$ cat src/rtl/irq_router_pkg.sv
// Package: shared encodings for the device interrupt router.
// Assumes a 64-bit data bus and 64-byte register spacing.
package irq_router_pkg;

    // Width of the register bus data path.
    localparam int BUS_W = 64;

    // Address bits dropped to form a slot index (64-byte spacing).
    localparam int SLOT_SHIFT = 6;

    // Size code of the only legal access width.
    localparam logic [1:0] SIZE_DWORD = 2'd3;

    // Kind of register a decoded slot refers to.
    typedef enum logic [1:0] {
        RK_NONE = 2'd0,
        RK_MASK = 2'd1,
        RK_REQ  = 2'd2,
        RK_RAW  = 2'd3
    } reg_kind_e;

endpackage

$ cat src/rtl/irq_bus_decode.sv
// Module: irq_bus_decode
// Turns an address/size/direction into a register kind, a CPU index
// and a legality verdict. Purely combinational.
// Assumes slots 0..NUM_CPU-1 hold masks, NUM_CPU..2*NUM_CPU-1 hold
// request vectors and slot 2*NUM_CPU holds the shared pending register.
module irq_bus_decode
    import irq_router_pkg::*;
#(
    parameter int                ADDR_W    = 32,
    parameter logic [ADDR_W-1:0] BASE_ADDR = '0,
    parameter int                NUM_CPU   = 4,
    localparam int               CPU_W     = (NUM_CPU > 1) ? $clog2(NUM_CPU) : 1
) (
    input  logic              valid,
    input  logic              write,
    input  logic [ADDR_W-1:0] addr,
    input  logic [1:0]        size,
    output reg_kind_e         kind,
    output logic [CPU_W-1:0]  cpu_idx,
    output logic              bad,
    output logic [NUM_CPU-1:0] mask_we
);

    localparam logic [ADDR_W-1:0] N_CPU_A  = ADDR_W'(NUM_CPU);
    localparam logic [ADDR_W-1:0] REQ_END  = ADDR_W'(2 * NUM_CPU);

    logic [ADDR_W-1:0] offset;
    logic [ADDR_W-1:0] slot;
    logic              below_base;

    // Slot index from the distance to the base address.
    always_comb begin
        below_base = (addr < BASE_ADDR);
        offset     = addr - BASE_ADDR;
        slot       = offset >> SLOT_SHIFT;
    end

    // Classify the slot and pick the CPU it belongs to.
    always_comb begin
        kind    = RK_NONE;
        cpu_idx = '0;
        if (!below_base) begin
            if (slot < N_CPU_A) begin
                kind    = RK_MASK;
                cpu_idx = CPU_W'(slot);
            end else if (slot < REQ_END) begin
                kind    = RK_REQ;
                cpu_idx = CPU_W'(slot - N_CPU_A);
            end else if (slot == REQ_END) begin
                kind    = RK_RAW;
            end
        end
    end

    // Legality: full width, mapped slot, writes only to masks.
    always_comb begin
        bad = valid && ((size != SIZE_DWORD) || (kind == RK_NONE) ||
                        (write && (kind != RK_MASK)));
    end

    // One-hot mask write enables.
    generate
        for (genvar c = 0; c < NUM_CPU; c++) begin : g_we
            assign mask_we[c] = valid && write && !bad && (kind == RK_MASK) &&
                                (cpu_idx == CPU_W'(c));
        end
    endgenerate

endmodule

$ cat src/rtl/irq_raw_reg.sv
// Module: irq_raw_reg
// Shared pending register updated by per-source set/clear strobes.
// A set wins over a clear on the same bit in the same cycle. A clear
// on a bit that is neither pending nor being set raises a one-cycle
// spurious pulse.
module irq_raw_reg #(
    parameter int NUM_SRC = 64
) (
    input  logic               clk,
    input  logic               rst_n,
    input  logic [NUM_SRC-1:0] set_i,
    input  logic [NUM_SRC-1:0] clr_i,
    output logic [NUM_SRC-1:0] raw_q,
    output logic               spur_q
);

    logic [NUM_SRC-1:0] raw_d;
    logic               spur_d;

    // Next pending state and spurious detection.
    always_comb begin
        raw_d  = (raw_q & ~clr_i) | set_i;
        spur_d = |(clr_i & ~raw_q & ~set_i);
    end

    // Pending register and spurious pulse flop.
    always_ff @(posedge clk) begin
        if (!rst_n) begin
            raw_q  <= '0;
            spur_q <= 1'b0;
        end else begin
            raw_q  <= raw_d;
            spur_q <= spur_d;
        end
    end

endmodule

$ cat src/rtl/irq_cpu_slice.sv
// Module: irq_cpu_slice
// One processor's mask register, live request vector and registered
// interrupt summary. The request vector is mask AND pending at all times.
module irq_cpu_slice #(
    parameter int NUM_SRC = 64
) (
    input  logic               clk,
    input  logic               rst_n,
    input  logic               we,
    input  logic [NUM_SRC-1:0] wdata,
    input  logic [NUM_SRC-1:0] raw_i,
    output logic [NUM_SRC-1:0] mask_q,
    output logic [NUM_SRC-1:0] active,
    output logic               irq_q
);

    // Live request vector.
    always_comb begin
        active = mask_q & raw_i;
    end

    // Mask register, written whole on a legal write.
    always_ff @(posedge clk) begin
        if (!rst_n) begin
            mask_q <= '0;
        end else if (we) begin
            mask_q <= wdata;
        end
    end

    // Registered interrupt summary.
    always_ff @(posedge clk) begin
        if (!rst_n) begin
            irq_q <= 1'b0;
        end else begin
            irq_q <= |active;
        end
    end

endmodule

$ cat src/rtl/irq_router.sv
// Module: irq_router (top)
// Routes device interrupt sources to NUM_CPU processors through
// per-processor masks over a shared pending register, with a 64-bit
// register bus. Read data and error are registered one cycle after
// the access. Assumes NUM_SRC <= 64 and one access per cycle at most.
module irq_router
    import irq_router_pkg::*;
#(
    parameter int                ADDR_W    = 32,
    parameter logic [ADDR_W-1:0] BASE_ADDR = 32'h0001_0000,
    parameter int                NUM_CPU   = 4,
    parameter int                NUM_SRC   = 64
) (
    input  logic                       clk,
    input  logic                       rst_n,
    input  logic                       bus_valid,
    input  logic                       bus_write,
    input  logic [ADDR_W-1:0]          bus_addr,
    input  logic [1:0]                 bus_size,
    input  logic [BUS_W-1:0]           bus_wdata,
    output logic [BUS_W-1:0]           bus_rdata,
    output logic                       bus_rvalid,
    output logic                       bus_err,
    input  logic [NUM_SRC-1:0]         src_set,
    input  logic [NUM_SRC-1:0]         src_clr,
    output logic                       src_spurious,
    output logic [NUM_CPU*NUM_SRC-1:0] cpu_active,
    output logic [NUM_CPU-1:0]         cpu_irq
);

    localparam int CPU_W = (NUM_CPU > 1) ? $clog2(NUM_CPU) : 1;

    reg_kind_e                       kind;
    logic [CPU_W-1:0]                cpu_idx;
    logic                            bad;
    logic [NUM_CPU-1:0]              mask_we;
    logic [NUM_SRC-1:0]              raw_q;
    logic [NUM_CPU-1:0][NUM_SRC-1:0] mask_arr;
    logic [NUM_CPU-1:0][NUM_SRC-1:0] act_arr;
    logic [BUS_W-1:0]                rd_mux;

    irq_bus_decode #(
        .ADDR_W    (ADDR_W),
        .BASE_ADDR (BASE_ADDR),
        .NUM_CPU   (NUM_CPU)
    ) u_dec (
        .valid   (bus_valid),
        .write   (bus_write),
        .addr    (bus_addr),
        .size    (bus_size),
        .kind    (kind),
        .cpu_idx (cpu_idx),
        .bad     (bad),
        .mask_we (mask_we)
    );

    irq_raw_reg #(
        .NUM_SRC (NUM_SRC)
    ) u_raw (
        .clk    (clk),
        .rst_n  (rst_n),
        .set_i  (src_set),
        .clr_i  (src_clr),
        .raw_q  (raw_q),
        .spur_q (src_spurious)
    );

    generate
        for (genvar c = 0; c < NUM_CPU; c++) begin : g_cpu
            irq_cpu_slice #(
                .NUM_SRC (NUM_SRC)
            ) u_slice (
                .clk    (clk),
                .rst_n  (rst_n),
                .we     (mask_we[c]),
                .wdata  (bus_wdata[NUM_SRC-1:0]),
                .raw_i  (raw_q),
                .mask_q (mask_arr[c]),
                .active (act_arr[c]),
                .irq_q  (cpu_irq[c])
            );
        end
    endgenerate

    assign cpu_active = act_arr;

    // Readback selection by decoded register kind.
    always_comb begin
        unique case (kind)
            RK_MASK: rd_mux = BUS_W'(mask_arr[cpu_idx]);
            RK_REQ:  rd_mux = BUS_W'(act_arr[cpu_idx]);
            RK_RAW:  rd_mux = BUS_W'(raw_q);
            default: rd_mux = '0;
        endcase
    end

    // Registered bus response: data, read strobe and error.
    always_ff @(posedge clk) begin
        if (!rst_n) begin
            bus_rdata  <= '0;
            bus_rvalid <= 1'b0;
            bus_err    <= 1'b0;
        end else begin
            bus_rvalid <= bus_valid && !bus_write;
            bus_err    <= bad;
            bus_rdata  <= (bus_valid && !bus_write && !bad) ? rd_mux : '0;
        end
    end

endmodule

$ cat config.mk
export PLATFORM = sky130hd
export DESIGN_NAME = irq_router
export DESIGN_NICKNAME = d
export VERILOG_FILES = /design/src/rtl/irq_router_pkg.sv /design/src/rtl/irq_bus_decode.sv /design/src/rtl/irq_raw_reg.sv /design/src/rtl/irq_cpu_slice.sv /design/src/rtl/irq_router.sv
export SDC_FILE = /design/constraint.sdc
export NUM_CORES = 1
export LEC_CHECK = 0
export CAP_MARGIN = 5
export CORE_MARGIN = 1.5
export CORE_UTILIZATION = 43
export DETAILED_ROUTE_END_ITERATION = 12
export PLACE_DENSITY = 0.75
export SYNTH_ARGS = -nofsm -noshare
export SYNTH_HDL_FRONTEND = slang
export SYNTH_SLANG_ARGS = --single-unit
$ cat constraint.sdc
create_clock -name clk -period 6.37 [get_ports clk]
set_input_delay 1.5925 -clock clk [delete_from_list [all_inputs] [get_ports clk]]
set_output_delay 1.5925 -clock clk [all_outputs]
set_load 0.05 [all_outputs]
==> results.sh, run 1 <==
export IMPL_place_gp_congestion=0.999
export IMPL_grt_pass1_vias=19361
export IMPL_drv_slew=0
export IMPL_clockBufferDepth=3
export IMPL_overflow=0
export IMPL_fp_coreArea_um2=44100
export IMPL_power_density_nw_per_um2=205
export IMPL_cts_hold_buf=0
export IMPL_path_max_fanout=33
export IMPL_rows=77
export IMPL_drive_above_1_share_pct=6.15
export IMPL_cts_root_buf="clkbuf_16"
export IMPL_die_area_um2=46000
export IMPL_synth_edff_count=0
export IMPL_grt_max_degree=177
export IMPL_final_nets=3019
export IMPL_syn_area_per_cell_um2=8.22
export IMPL_grt_total_usage_pct=42.0
export IMPL_yosys_warnings=0
export IMPL_vias=20940
export IMPL_hold_start="g_cpu[3].u_slice.mask_q[49]$_SDFFE_PN0P_"
export IMPL_ys_ff_latch=391
export IMPL_cts_inserted_buffers=45
export IMPL_cts_tree="yes"
export IMPL_drtIter0Drc=3023
export IMPL_synth_compound_area_share_pct=19.2
export IMPL_wirelength_um=101000
export IMPL_synthTopCellsByArea="dfxtp_1 (41%), and2_1 (8.4%), nand2_1 (7.6%)"
export IMPL_syn_num_nets=2569
export IMPL_tightest_slew_ns=1.16
export IMPL_ctsResizeCount=0
export IMPL_crit_type="in -> reg"
export IMPL_fin_crit_ns=4.46
export IMPL_syn2layout_area_growth_pct=37.3
export IMPL_start_util_pct=43.6
export IMPL_postCtsSetupBuffers=0
export IMPL_io_buffers=550
export IMPL_ys_types=46
export IMPL_p_leak_uw=0.00928
export IMPL_yosys_area_share_xor_xnor_pct=0
export IMPL_critPathArrivalTime_ns=4.93
export IMPL_antenna_found_initial=22
export IMPL_relSlewSlack_pct=22.5
export IMPL_r2r_end="g_cpu[3].u_slice.irq_q$_SDFF_PN0_"
export IMPL_synthAdderAreaFrac_pct=0
export IMPL_synth_simple_area_share_pct=32.5
export IMPL_run_status="complete, no violations"
export IMPL_netlist_area_um2=19200
export IMPL_maxCapViolCount=0
export IMPL_hold_path_end="g_cpu[3].u_slice.mask_q[49]$_SDFFE_PN0P_"
export IMPL_die_height_um=214
export IMPL_synth_top_family_by_area="simple AND/OR/NAND/NOR gates"
export IMPL_cp_required_ns=6.84
export IMPL_drc=0
export IMPL_synth_seq_area_share_pct=40.7
export IMPL_finalCritPeriodShare_pct=70.1
export IMPL_cp_start_kind="primary input"
export IMPL_grt_pass1_wl_um=140000
export IMPL_io_pins=557
export IMPL_setup_ws_ns=1.91
export IMPL_rsz0062_at_grt="false"
export IMPL_numClockSinks=391
export IMPL_h_tree_depth=2
export IMPL_whs_ns=0.462
export IMPL_drtPass1Iterations=6
export IMPL_dp_hpwl_um=73700
export IMPL_timing_rr_start="u_raw.raw_q[57]$_SDFF_PN0_"
export IMPL_viasPerCell=6.12
export IMPL_clk_pin_slew_ns=0.06
export IMPL_final_hold_violation_count=0
export IMPL_synth_top_area_cell="dfxtp_1"
export IMPL_netlist_instances=2339
export IMPL_nFillCells=3942
export IMPL_end_kind="flop"
export IMPL_pre_cts_ws_ns=1.36
export IMPL_min_delay_path_class="reg -> reg"
export IMPL_async_reset_ff_share_pct=0
export IMPL_vdd_drop_max_mv=0.185
export IMPL_rrSetupSlack_ns=3.66
export IMPL_min_path_cells=2
export IMPL_fin_tns_setup_ns=0
export IMPL_synth_top_area_share_pct=40.7
export IMPL_clock_latency_ns=0.60
export IMPL_synthFlopType="dfxtp_1"
export IMPL_die_x_um=214
export IMPL_r2r_cells=5
export IMPL_ant_nets=0
export IMPL_synthMuxAreaShare_pct=3.40
export IMPL_routedWlPerCell_um=29.4
export IMPL_setup_violations_final=0
export IMPL_skew_ns=0.0263
export IMPL_p_total_uw=5420
export IMPL_max_freq_mhz=224
how the worst max path moves through the flow:
stage / start / end / slack [ns] / cells past startpoint
after floorplan: bus_addr[8] / bus_rdata[0]$_SDFF_PN0_ / 2.96 / 8
after global placement: bus_addr[9] / bus_rdata[27]$_SDFF_PN0_ / 1.46 / 7
after detailed placement: bus_addr[9] / bus_rdata[26]$_SDFF_PN0_ / 1.36 / 7
after CTS: bus_addr[9] / bus_rdata[26]$_SDFF_PN0_ / 1.97 / 7
after global routing: bus_addr[9] / bus_rdata[26]$_SDFF_PN0_ / 1.87 / 7
final: bus_addr[9] / bus_rdata[26]$_SDFF_PN0_ / 1.91 / 7
worst max-delay path, stage by stage:
cell	delay, ns
clkdlybuf4s50_1	0.71
or4b_2	0.62
buf_4	0.32
a21oi_1	0.38
nand3_4	0.47
buf_4	0.46
nor3_1	0.35
layout make-up:
type / count / area (um^2) / area share [%]
Multi-Input combinational cell: 1769 / 10600 / 40.3
Sequential cell: 391 / 7830 / 29.7
Timing Repair Buffer: 579 / 5780 / 21.9
Clock buffer: 69 / 1330 / 5.03
Tap cell: 592 / 741 / 2.81
Antenna cell: 13 / 32.5 / 0.123
Clock inverter: 3 / 26.3 / 0.0996
Inverter: 3 / 11.3 / 0.0427
state kept, by name, indices dropped and copies added (netlist names):
name and cells:
g_cpu.u_slice.mask_q 256, g_cpu.u_slice.irq_q 4, u_raw.spur_q 1, bus_rdata 64, bus_rvalid 1, u_raw.raw_q 64, bus_err 1
metal layers:
layer / global-route usage (%) / up-vias / wire [um]
met4: 26.5 / 8 / 7170
met5: 0 / - / 56
met1: 51.7 / 9898 / 36600
met2: 64.8 / 1576 / 44200
li1: - / 9131 / -
met3: 11.9 / 327 / 12700
cell usage after synthesis (62+ instances only):
cell type / number
o21ai_0: 151
a21boi_0: 128
mux2i_1: 63
dfxtp_1: 391
nor2b_1: 64
and2_1: 257
a22oi_1: 96
o21a_1: 62
or4_1: 64
nand3_1: 130
nand2_1: 388
clkbuf_1: 112
through the flow:
step | instances | util (%) | instance area (um^2)
final | 3419 | 59.8 | 26400
after detailed placement | 3334 | 56.7 | 25000
after floorplan | 2339 | - | 19200
after global placement | 3334 | 56.7 | 25000
after global routing | 3414 | 59.8 | 26400
after CTS | 3406 | 59.7 | 26400
where the power goes:
part	switching, uW	internal, uW
Clock	1060	1420
Sequential	56.4	2470
Combinational	205	200
cell families (layout without fill, tap and decap cells):
group / count (synthesis) / after routing
AO/OA/AOI/OAI: 554 / 554
other: 0 / 13
flip-flops: 391 / 391
multiplexers: 64 / 64
buffers and inverters: 179 / 654
AND/OR/NAND/NOR: 1151 / 1151
cell usage in the layout, fill, tap and decap left out, drive strengths merged, types with 13 or more instances in the layout:
| master | count |
|---|---|
| a21boi | 132 |
| o21a | 62 |
| and2 | 257 |
| buf | 32 |
| o21ai | 158 |
| clkbuf | 69 |
| nand3 | 131 |
| clkdlybuf4s50 | 547 |
| a22o | 30 |
| o22ai | 33 |
| nor4 | 28 |
| nor2 | 36 |
| or2 | 33 |
| nor2b | 64 |
| nand2 | 389 |
| nor3b | 61 |
| a21oi | 38 |
| diode | 13 |
| mux2i | 63 |
| or4 | 65 |
| dfxtp | 391 |
| nor3 | 69 |
| a22oi | 96 |
Power figures use the tool's default switching activity.
==> inputs of run 2 (changes only) <==
--- a/config.mk
+++ b/config.mk
@@ -9,7 +9,7 @@
 export CORE_MARGIN = 1.5
 export CORE_UTILIZATION = 43
 export DETAILED_ROUTE_END_ITERATION = 12
-export PLACE_DENSITY = 0.75
+export PLACE_DENSITY = 0.77
 export SYNTH_ARGS = -nofsm -noshare
 export SYNTH_HDL_FRONTEND = slang
 export SYNTH_SLANG_ARGS = --single-unit
==> constraint.sdc (replaced) <==
create_clock -name clk -period 3.9 [get_ports clk]
set_input_delay 0.975 -clock clk [delete_from_list [all_inputs] [get_ports clk]]
set_output_delay 0.975 -clock clk [all_outputs]
set_load 0.05 [all_outputs]
==> results.sh, run 2 (synthesis results as in run 1) <==
export IMPL_regMostFlops="g_cpu.u_slice.mask_q"
export IMPL_grt_pass1_vias=19718
export IMPL_vias=21046
export IMPL_cts_hold_buf=0
export IMPL_critPathTopFamily="buffers and inverters"
export IMPL_cts_tree="yes"
export IMPL_drv_slew=0
export IMPL_io_buffers=550
export IMPL_ctsResizeCount=0
export IMPL_die_height_um=214
export IMPL_cts_inserted_buffers=45
export IMPL_maxCapViolCount=0
export IMPL_grt_max_degree=274
export IMPL_crit_type="reg -> out"
export IMPL_slowest_stage="clkdlybuf4s50_1"
export IMPL_pre_cts_ws_ns=0.428
export IMPL_antenna_found_initial=24
export IMPL_vdd_drop_max_mv=0.316
export IMPL_postCtsSetupBuffers=0
export IMPL_power_density_nw_per_um2=338
export IMPL_drtPass1Iterations=6
export IMPL_skew_ns=0.0205
export IMPL_max_stage_delay_ns=0.87
export IMPL_max_freq_mhz=294
export IMPL_rows=77
export IMPL_overflow=0
export IMPL_final_nets=3034
export IMPL_p_leak_uw=0.00943
export IMPL_p_sw_uw=2190
export IMPL_final_hold_violation_count=0
export IMPL_fp_coreArea_um2=44100
export IMPL_clkPwrFrac_pct=46.6
export IMPL_power_frac_comb_pct=7.5
export IMPL_seqPwrFrac_pct=45.9
export IMPL_clockBufferDepth=3
export IMPL_start_util_pct=43.6
export IMPL_drtIter0Drc=3013
export IMPL_die_x_um=214
export IMPL_drc=0
export IMPL_crit_buf_inv=1
export IMPL_wirelength_um=101000
export IMPL_place_gp_congestion=1.02
export IMPL_drive_above_1_share_pct=6.88
export IMPL_ant_nets=0
export IMPL_routedWlPerCell_um=29.3
export IMPL_tightest_slew_ns=1.16
export IMPL_clock_latency_ns=0.60
export IMPL_final_instance_count_excl_fill=3441
export IMPL_p_int_uw=6810
export IMPL_setup_ws_ns=0.496
export IMPL_min_delay_path_class="reg -> reg"
export IMPL_numClockSinks=391
export IMPL_fin_tns_setup_ns=0
export IMPL_grt_total_usage_pct=42.2
export IMPL_p_total_uw=9000
export IMPL_cp_required_ns=2.92
export IMPL_syn2layout_area_growth_pct=38.7
export IMPL_clk_pin_slew_ns=0.06
export IMPL_mostFrequentLayoutCell="clkdlybuf4s50_1"
export IMPL_io_pins=557
export IMPL_p_sw_share_pct=24.4
export IMPL_final_cell_mix="clkdlybuf4s50_1 (547), dfxtp_1 (391), nand2_1 (388), and2_1 (257), o21ai_0 (151)"
export IMPL_fin_crit_ns=3.40
export IMPL_grt_pass1_wl_um=141000
export IMPL_rsz0062_at_grt="false"
export IMPL_run_status="complete, no violations"
export IMPL_reg_top3="g_cpu.u_slice.mask_q (256), bus_rdata (64), u_raw.raw_q (64)"
export IMPL_relSlewSlack_pct=22.9
export IMPL_path_max_fanout=8
export IMPL_finalCritPeriodShare_pct=87.3
export IMPL_path_cells="and2_1, clkdlybuf4s50_1"
export IMPL_dp_hpwl_um=74000
export IMPL_largest_reg_flops=256
export IMPL_post_place_cells=3349
export IMPL_critPathArrivalTime_ns=2.43
export IMPL_viasPerCell=6.12
export IMPL_end_kind="output pin"
export IMPL_h_tree_depth=2
export IMPL_setup_violations_final=0
export IMPL_die_area_um2=46000
export IMPL_cts_root_buf="clkbuf_16"
export IMPL_cp_start_kind="flop"
==> run 2: cell type report <==
type / count / area, um^2
Multi-Input combinational cell: 1769 / 10600
Fill cell: 3894 / 17500
Tap cell: 592 / 741
Clock buffer: 69 / 1390
Sequential cell: 391 / 7830
Timing Repair Buffer: 594 / 5980
Clock inverter: 7 / 45.0
Inverter: 3 / 11.3
Antenna cell: 16 / 40.0
==> run 2: power groups by stage <==
stage	Sequential (uW)	Combinational [uW]	Clock, uW
after floorplan	4180	247	0
final	4130	675	4200
after CTS	4120	657	4190
after global placement	4210	642	0
after global routing	4130	695	4360
after detailed placement	4210	653	0
==> run 2: per-layer routing <==
metal | wire (um) | up-vias | track usage (%)
li1 | - | 9162 | -
met1 | 36300 | 9904 | 51.0
met2 | 43500 | 1581 | 64.3
met3 | 13200 | 385 | 12.8
met4 | 7970 | 14 | 28.9
met5 | 92 | - | 0
==> run 2: path summary, 6_finish.rpt <==
check / start / to / slack [ns] / cells past startpoint
worst min-delay path: g_cpu[2].u_slice.mask_q[9]$_SDFFE_PN0P_ / g_cpu[2].u_slice.mask_q[9]$_SDFFE_PN0P_ / 0.47 / 2
worst min register to register: g_cpu[2].u_slice.mask_q[9]$_SDFFE_PN0P_ / g_cpu[2].u_slice.mask_q[9]$_SDFFE_PN0P_ / 0.47 / 2
worst max register to register: u_raw.raw_q[57]$_SDFF_PN0_ / g_cpu[0].u_slice.irq_q$_SDFF_PN0_ / 1.10 / 6
worst max-delay path: u_raw.raw_q[34]$_SDFF_PN0_ / cpu_active[162] / 0.50 / 2
==> run 2: tightest hold or removal path, delay by kind of cell (launching register included) <==
family	cells	cell delay (ns)
AOI/OAI and AO/OA	1	0.05
DFF	1	0.31
and+or+nand+nor	1	0.05
==> run 2: metrics by stage <==
stage          area (um^2)  hold slack, ns  util, %
2_1_floorplan        19200           0.436        -
3_3_place_gp         25200           0.445     57.1
3_5_place_dp         25200           0.454     57.1
4_1_cts              26600           0.463     60.4
5_1_grt              26600           0.482     60.4
6_report             26700           0.466     60.4
